### config.mk
export PLATFORM = sky130hd
export DESIGN_NAME = dwt97_fold
export DESIGN_NICKNAME = d
export VERILOG_FILES = /design/src/rtl/dwt97_pkg.sv /design/src/rtl/lift_pe.sv /design/src/rtl/lift_sched.sv /design/src/rtl/out_scale.sv /design/src/rtl/dwt97_fold.sv
export SDC_FILE = /design/constraint.sdc
export NUM_CORES = 2
export LEC_CHECK = 0
export ABC_AREA = 1
export BUFFER_PORTS_ARGS = -buffer_cell sky130_fd_sc_hd__buf_2
export CORE_ASPECT_RATIO = 1.1
export CORE_MARGIN = 10
export CORE_UTILIZATION = 55
export CTS_CLUSTER_SIZE = 40
export DETAILED_ROUTE_END_ITERATION = 6
export HOLD_SLACK_MARGIN = 0.12
export PLACE_DENSITY = 0.78
export REMOVE_ABC_BUFFERS = 1
export SLEW_MARGIN = 20
export SYNTH_ARGS = -nofsm -noshare
export SYNTH_HDL_FRONTEND = slang
export SYNTH_SLANG_ARGS = --single-unit
### constraint.sdc
create_clock -name clk -period 33.9 [get_ports clk]
set_clock_uncertainty 0.2 [all_clocks]
set_input_delay 6.78 -clock clk [delete_from_list [all_inputs] [get_ports clk]]
set_output_delay 6.78 -clock clk [all_outputs]
set_load 0.02 [all_outputs]
### src/rtl/dwt97_pkg.sv
package dwt97_pkg;
  localparam int CW = 16;
  localparam int FB = 14;

  localparam logic signed [CW-1:0] K_A    = -16'sd25987;
  localparam logic signed [CW-1:0] K_B    = -16'sd868;
  localparam logic signed [CW-1:0] K_C    = 16'sd14466;
  localparam logic signed [CW-1:0] K_D    = 16'sd7266;
  localparam logic signed [CW-1:0] K_NORM = 16'sd18835;
  localparam logic signed [CW-1:0] K_INV  = 16'sd14252;

  typedef enum logic [1:0] {PH_LOAD, PH_RUN, PH_EMIT} phase_t;

  function automatic logic signed [CW-1:0] step_coef(input logic [1:0] s);
    case (s)
      2'd0:    return K_A;
      2'd1:    return K_B;
      2'd2:    return K_C;
      default: return K_D;
    endcase
  endfunction
endpackage

### src/rtl/lift_pe.sv
module lift_pe
  import dwt97_pkg::*;
#(
  parameter int IW = 21
) (
  input  logic                 clk,
  input  logic                 rst,
  input  logic                 en,
  input  logic signed [IW-1:0] base,
  input  logic signed [IW-1:0] lft,
  input  logic signed [IW-1:0] rgt,
  input  logic signed [CW-1:0] coef,
  output logic signed [IW-1:0] res
);
  localparam int PW = IW + CW + 1;
  localparam logic signed [PW-1:0] HALF = PW'(1) <<< (FB - 1);

  logic signed [IW:0]   pair_sum;
  logic signed [PW-1:0] prod;
  logic signed [PW-1:0] prod_r;
  logic signed [PW:0]   res_w;

  assign pair_sum = lft + rgt;
  assign prod     = pair_sum * coef;
  assign prod_r   = (prod + HALF) >>> FB;
  assign res_w    = base + prod_r;
  assign res      = res_w[IW-1:0];

  AST_PE_FIT: assert property (@(posedge clk) disable iff (rst)
    en |-> (res_w[PW:IW-1] == '0 || res_w[PW:IW-1] == '1));
endmodule

### src/rtl/lift_sched.sv
module lift_sched
  import dwt97_pkg::*;
#(
  parameter int N = 16
) (
  input  logic                   clk,
  input  logic                   rst,
  input  logic                   in_fire,
  input  logic                   out_fire,
  output phase_t                 ph,
  output logic [1:0]             step,
  output logic [$clog2(N)-1:0]   cnt
);
  localparam int M  = N / 2;
  localparam int NW = $clog2(N);

  always_ff @(posedge clk) begin
    if (rst) begin
      ph   <= PH_LOAD;
      step <= 2'd0;
      cnt  <= '0;
    end else begin
      case (ph)
        PH_LOAD: if (in_fire) begin
          if (cnt == NW'(N - 1)) begin
            cnt  <= '0;
            step <= 2'd0;
            ph   <= PH_RUN;
          end else begin
            cnt <= cnt + 1'b1;
          end
        end
        PH_RUN: begin
          if (cnt == NW'(M - 1)) begin
            cnt <= '0;
            if (step == 2'd3) ph <= PH_EMIT;
            else              step <= step + 2'd1;
          end else begin
            cnt <= cnt + 1'b1;
          end
        end
        PH_EMIT: if (out_fire) begin
          if (cnt == NW'(M - 1)) begin
            cnt <= '0;
            ph  <= PH_LOAD;
          end else begin
            cnt <= cnt + 1'b1;
          end
        end
        default: ph <= PH_LOAD;
      endcase
    end
  end

  AST_STEP_HOLD: assert property (@(posedge clk) disable iff (rst)
    (ph == PH_RUN && cnt != NW'(M - 1)) |=> $stable(step));
  AST_EMIT_AFTER_LAST: assert property (@(posedge clk) disable iff (rst)
    $rose(ph == PH_EMIT) |-> $past(step) == 2'd3);
  AST_LOAD_NO_OUT: assert property (@(posedge clk) disable iff (rst)
    (ph == PH_LOAD && !in_fire) |=> ph == PH_LOAD);
endmodule

### src/rtl/out_scale.sv
module out_scale
  import dwt97_pkg::*;
#(
  parameter int IW = 21,
  parameter int OW = 16,
  parameter int G  = 4
) (
  input  logic                 clk,
  input  logic                 rst,
  input  logic                 en,
  input  logic signed [IW-1:0] lo_in,
  input  logic signed [IW-1:0] hi_in,
  output logic signed [OW-1:0] lo_out,
  output logic signed [OW-1:0] hi_out
);
  localparam int PW = IW + CW;
  localparam int SH = FB + G;
  localparam logic signed [PW-1:0] HALF = PW'(1) <<< (SH - 1);

  logic signed [IW-1:0] lane_in  [2];
  logic signed [OW-1:0] lane_out [2];

  assign lane_in[0] = lo_in;
  assign lane_in[1] = hi_in;
  assign lo_out     = lane_out[0];
  assign hi_out     = lane_out[1];

  for (genvar ln = 0; ln < 2; ln++) begin : g_lane
    localparam logic signed [CW-1:0] GAIN = (ln == 0) ? K_NORM : K_INV;
    logic signed [PW-1:0] prod;
    logic signed [PW-1:0] res_w;
    assign prod  = lane_in[ln] * GAIN;
    assign res_w = (prod + HALF) >>> SH;
    assign lane_out[ln] = res_w[OW-1:0];

    AST_SCALE_FIT: assert property (@(posedge clk) disable iff (rst)
      en |-> (res_w[PW-1:OW-1] == '0 || res_w[PW-1:OW-1] == '1));
  end
endmodule

### src/rtl/dwt97_fold.sv
module dwt97_fold
  import dwt97_pkg::*;
#(
  parameter int DATA_W    = 12,
  parameter int FRAME_LEN = 16,
  parameter int GUARD     = 4,
  parameter int HEAD      = 4
) (
  input  logic                           clk,
  input  logic                           rst,
  input  logic                           in_valid,
  output logic                           in_ready,
  input  logic signed [DATA_W-1:0]       in_data,
  output logic                           out_valid,
  input  logic                           out_ready,
  output logic signed [DATA_W+HEAD-1:0]  out_lo,
  output logic signed [DATA_W+HEAD-1:0]  out_hi
);
  localparam int M  = FRAME_LEN / 2;
  localparam int NW = $clog2(FRAME_LEN);
  localparam int PI = NW - 1;
  localparam int OW = DATA_W + HEAD;
  localparam int IW = OW + GUARD + 1;

  phase_t         ph;
  logic [1:0]     step;
  logic [NW-1:0]  cnt;
  logic           in_fire;
  logic           out_fire;
  logic           run_en;

  logic signed [IW-1:0] ev [M];
  logic signed [IW-1:0] od [M];

  logic [PI-1:0]         pidx;
  logic [PI-1:0]         pnx;
  logic [PI-1:0]         ppv;
  logic signed [IW-1:0]  ld_ext;
  logic signed [IW-1:0]  pe_base;
  logic signed [IW-1:0]  pe_lft;
  logic signed [IW-1:0]  pe_rgt;
  logic signed [IW-1:0]  pe_res;
  logic signed [CW-1:0]  pe_coef;

  assign in_ready  = (ph == PH_LOAD);
  assign out_valid = (ph == PH_EMIT);
  assign in_fire   = in_valid & in_ready;
  assign out_fire  = out_valid & out_ready;
  assign run_en    = (ph == PH_RUN);

  lift_sched #(.N(FRAME_LEN)) u_sched (
    .clk(clk), .rst(rst), .in_fire(in_fire), .out_fire(out_fire),
    .ph(ph), .step(step), .cnt(cnt)
  );

  assign pidx = (ph == PH_LOAD) ? cnt[NW-1:1] : cnt[PI-1:0];
  assign pnx  = (pidx == PI'(M - 1)) ? pidx : pidx + 1'b1;
  assign ppv  = (pidx == '0) ? pidx : pidx - 1'b1;

  // Predict steps (even step code) refine an odd word from its even neighbours;
  // update steps refine an even word from its odd neighbours. Edge indices mirror.
  always_comb begin
    if (step[0] == 1'b0) begin
      pe_base = od[pidx];
      pe_lft  = ev[pidx];
      pe_rgt  = ev[pnx];
    end else begin
      pe_base = ev[pidx];
      pe_lft  = od[ppv];
      pe_rgt  = od[pidx];
    end
  end

  assign pe_coef = step_coef(step);
  assign ld_ext  = IW'(in_data) <<< GUARD;

  lift_pe #(.IW(IW)) u_pe (
    .clk(clk), .rst(rst), .en(run_en),
    .base(pe_base), .lft(pe_lft), .rgt(pe_rgt), .coef(pe_coef), .res(pe_res)
  );

  always_ff @(posedge clk) begin
    if (in_fire) begin
      if (cnt[0] == 1'b0) ev[pidx] <= ld_ext;
      else                od[pidx] <= ld_ext;
    end else if (run_en) begin
      if (step[0] == 1'b0) od[pidx] <= pe_res;
      else                 ev[pidx] <= pe_res;
    end
  end

  out_scale #(.IW(IW), .OW(OW), .G(GUARD)) u_scale (
    .clk(clk), .rst(rst), .en(out_valid),
    .lo_in(ev[pidx]), .hi_in(od[pidx]),
    .lo_out(out_lo), .hi_out(out_hi)
  );

  AST_OUT_HOLD: assert property (@(posedge clk) disable iff (rst)
    (out_valid && !out_ready) |=> (out_valid && $stable(out_lo) && $stable(out_hi)));
  AST_PORT_EXCL: assert property (@(posedge clk) disable iff (rst)
    !(in_ready && out_valid));
  AST_BUSY_AFTER_FRAME: assert property (@(posedge clk) disable iff (rst)
    (in_fire && cnt == NW'(FRAME_LEN - 1)) |=> !in_ready);
endmodule

==> impl_metrics.tcl <==
set metrics [dict create \
    drc 0 \
    max_freq_ghz 0.0613 \
    rsz0062_at_grt "no" \
    vias 33700 \
    avgSynthCellArea_um2 8.82 \
    antenna_found_initial 2 \
    drtIter0Drc 3952 \
    clkLatencyLatePin_ps 540 \
    synth_simple_gate_area_share_pct 14.8 \
    netlist_instances 4715 \
    r2r-start "u_sched.ph[0]" \
    initial_core_util_pct 55.7 \
    drt.antenna.violating_nets 0 \
    ys_warn_count 0 \
    synth.distinct_cells 61 \
    synth_area_mm2 0.0416 \
    criticalPathCategory "reg2out" \
    fillCellCount 6249 \
    drt-total-wl_um 121000 \
    cts_buffers 35 \
    cts_sinks 344 \
    crit_path_top_delay_cell "nand3_2" \
    synth_top_family_by_area "adder cells" \
    die_height_um 308 \
    required_ps 26920 \
    hp-class "reg2reg" \
    period_needed_ps 16300 \
    hold_viol 0 \
    ys_seq_area_share_pct 24.6 \
    worst_slew_pin_slew_ps 1090 \
    ys.flop_type "edfxtp_1" \
    die_w_um 282 \
    drt-pass1-iter-count 6 \
    clk_path_buf_depth 3 \
    overflow 0 \
    fin_crit_sh_pct 48.1 \
    post-cts-setup-buffers 0 \
    critPathLaunchType "register" \
    setup_tns_ps 0 \
    grt_pass1_wl_um 188000 \
    relSlewSlack_pct 26.9 \
    track_usage_pct 27.9 \
    gp_congestion 0.982 \
    outcome "finished clean" \
    die_area_mm2 0.0871 \
    dpl.hpwl_um 92400 \
    htreeDepth 2 \
    cap_violations 0 \
    fin_nets 5641 \
    synth_edf_count 336 \
    grt_max_degree 92 \
    synth_mux_area_share_pct 0 \
    synth_compound_gate_area_share_pct 9.86 \
    port_buffers 49 \
    finalSetupViolCount 0 \
    cts_hold_buf 0 \
    synth_seq_cells 344 \
    cp-end-kind "output port" \
    synth_xor_area_share_pct 2.60 \
    cts-root-buf "clkbuf_16" \
    max_stage_delay_ps 690 \
    syn_to_final_growth_pct 5.45 \
    drv_slew 0 \
    grt_pass1_vias 34200 \
    cts_resized 0 \
    post_drt_wl_per_cell_um 21.2 \
    io_pins 50 \
    worstPathMaxFanout 35 \
    synth_fa_ha_area_share_pct 37.0 \
    path_clk_slew_ps 60 \
    ys_async_sr_fraction_pct 0 \
    worstHoldStart "u_sched.cnt[1]" \
    crit_start "u_sched.ph[0]" \
    tritoncts "built" \
    drt-vias-per-instance 5.93 \
    core_area_mm2 0.0748 \
    rows 105 \
    layout-drive-gt1-share_pct 5.35 \
    crit_arrival_ps 9320 \
]
==> synth_stat cells (24+ instances only) <==
| cell type | number | area (um2) |
|---|---|---|
| o21ai_1 | 30 | 150 |
| a221oi_1 | 32 | 280 |
| nor2_1 | 279 | 1050 |
| ha_1 | 399 | 4990 |
| nor3_1 | 24 | 120 |
| o22ai_1 | 145 | 907 |
| xor2_1 | 76 | 666 |
| nand4_1 | 27 | 169 |
| edfxtp_1 | 336 | 10100 |
| a21oi_1 | 229 | 1150 |
| or4_1 | 27 | 203 |
| clkbuf_1 | 48 | 180 |
| xnor2_1 | 44 | 385 |
| fa_1 | 520 | 10400 |
| nand3_1 | 215 | 1080 |
| buf_2 | 55 | 275 |
| nand2_1 | 816 | 3060 |
| inv_2 | 25 | 93.8 |
| inv_1 | 1004 | 3770 |
| o21ai_0 | 157 | 786 |
==> sequential cells by signal, indices dropped and copies added (netlist names) <==
name          cells
u_sched.ph        2
u_sched.cnt       4
u_sched.step      2
ev              168
od              168
==> routing by layer <==
metal / track usage (%) / vias to the layer above / part of all wire, %
li1: - / 15200 / -
met1: 35.2 / 16000 / 37
met2: 45.4 / 2098 / 46
met3: 4.92 / 425 / 11
met4: 14.9 / 2 / 6.1
met5: 0 / - / 0.0058
==> logic make-up (layout without fill, tap and decap cells) <==
| kind of cell | count (synthesis) | in the layout |
|---|---|---|
| AO/OA/AOI/OAI | 701 | 701 |
| buffers and inverters | 1176 | 1190 |
| XOR/XNOR | 122 | 122 |
| other | 0 | 2 |
| adder cells (fa/ha/maj) | 919 | 919 |
| AND/OR/NAND/NOR | 1453 | 1453 |
| flip-flops | 344 | 344 |
==> stage by stage <==
stage,util [%],instances,setup slack [ps],cell area [um2],hold WS (ps)
finish,58.7,5694,17600,43900,327
global route,58.7,5692,17200,43900,353
CTS,58.7,5692,17890,43900,330
detailed placement,57.2,5632,18450,42800,319
global placement,57.2,5632,18560,42800,315
floorplan,-,4582,18930,40900,271
==> final cells by class <==
class | count | area [um2] | share of cell area [%]
inverters | 1043 | 3920 | 8.93
multi-input cells | 3195 | 26900 | 61.2
diodes | 2 | 5.00 | 0.0114
repair buffers | 87 | 531 | 1.21
clock inverters | 19 | 155 | 0.354
well taps | 963 | 1200 | 2.75
flip-flops and latches | 344 | 10300 | 23.4
clock buffers | 41 | 940 | 2.14
==> placed cells by master (no fill, tap or decap), drive strengths merged, types with 8 or more instances in the layout <==
| master | count |
|---|---|
| inv | 1031 |
| nand2 | 825 |
| fa | 520 |
| ha | 399 |
| edfxtp | 336 |
| nor2 | 291 |
| a21oi | 229 |
| nand3 | 223 |
| o21ai | 193 |
| o22ai | 145 |
| buf | 87 |
| xor2 | 78 |
| xnor2 | 44 |
| clkbuf | 41 |
| a221oi | 32 |
| or4 | 31 |
| clkinv | 29 |
| nand4 | 27 |
| nor3 | 26 |
| o211ai | 18 |
| or2 | 17 |
| o31ai | 14 |
| a31oi | 13 |
| o21bai | 13 |
| a21o | 11 |
| nor4 | 8 |
| dfxtp | 8 |
==> worst paths after layout <==
| path | slack [ps] | to | cells past startpoint |
|---|---|---|---|
| setup / recovery | 17600 | out_hi[13] | 30 |
| hold / removal | 330 | u_sched.cnt[1] | 2 |
| setup reg to reg | 18560 | ev[0][15] | 59 |
| hold reg to reg | 330 | u_sched.cnt[1] | 2 |
==> worst max-delay path: cells and delay by family (launching register included) <==
kind,cells,cell delay (ps)
compound gates,4,740
fa+ha+maj,8,3420
buf+inv,7,1730
flops,1,390
simple gates,10,2060
xor+xnor,1,360
Power is not shown: default switching activity piles up to over one toggle a cycle in this logic, so the estimate is an artifact.
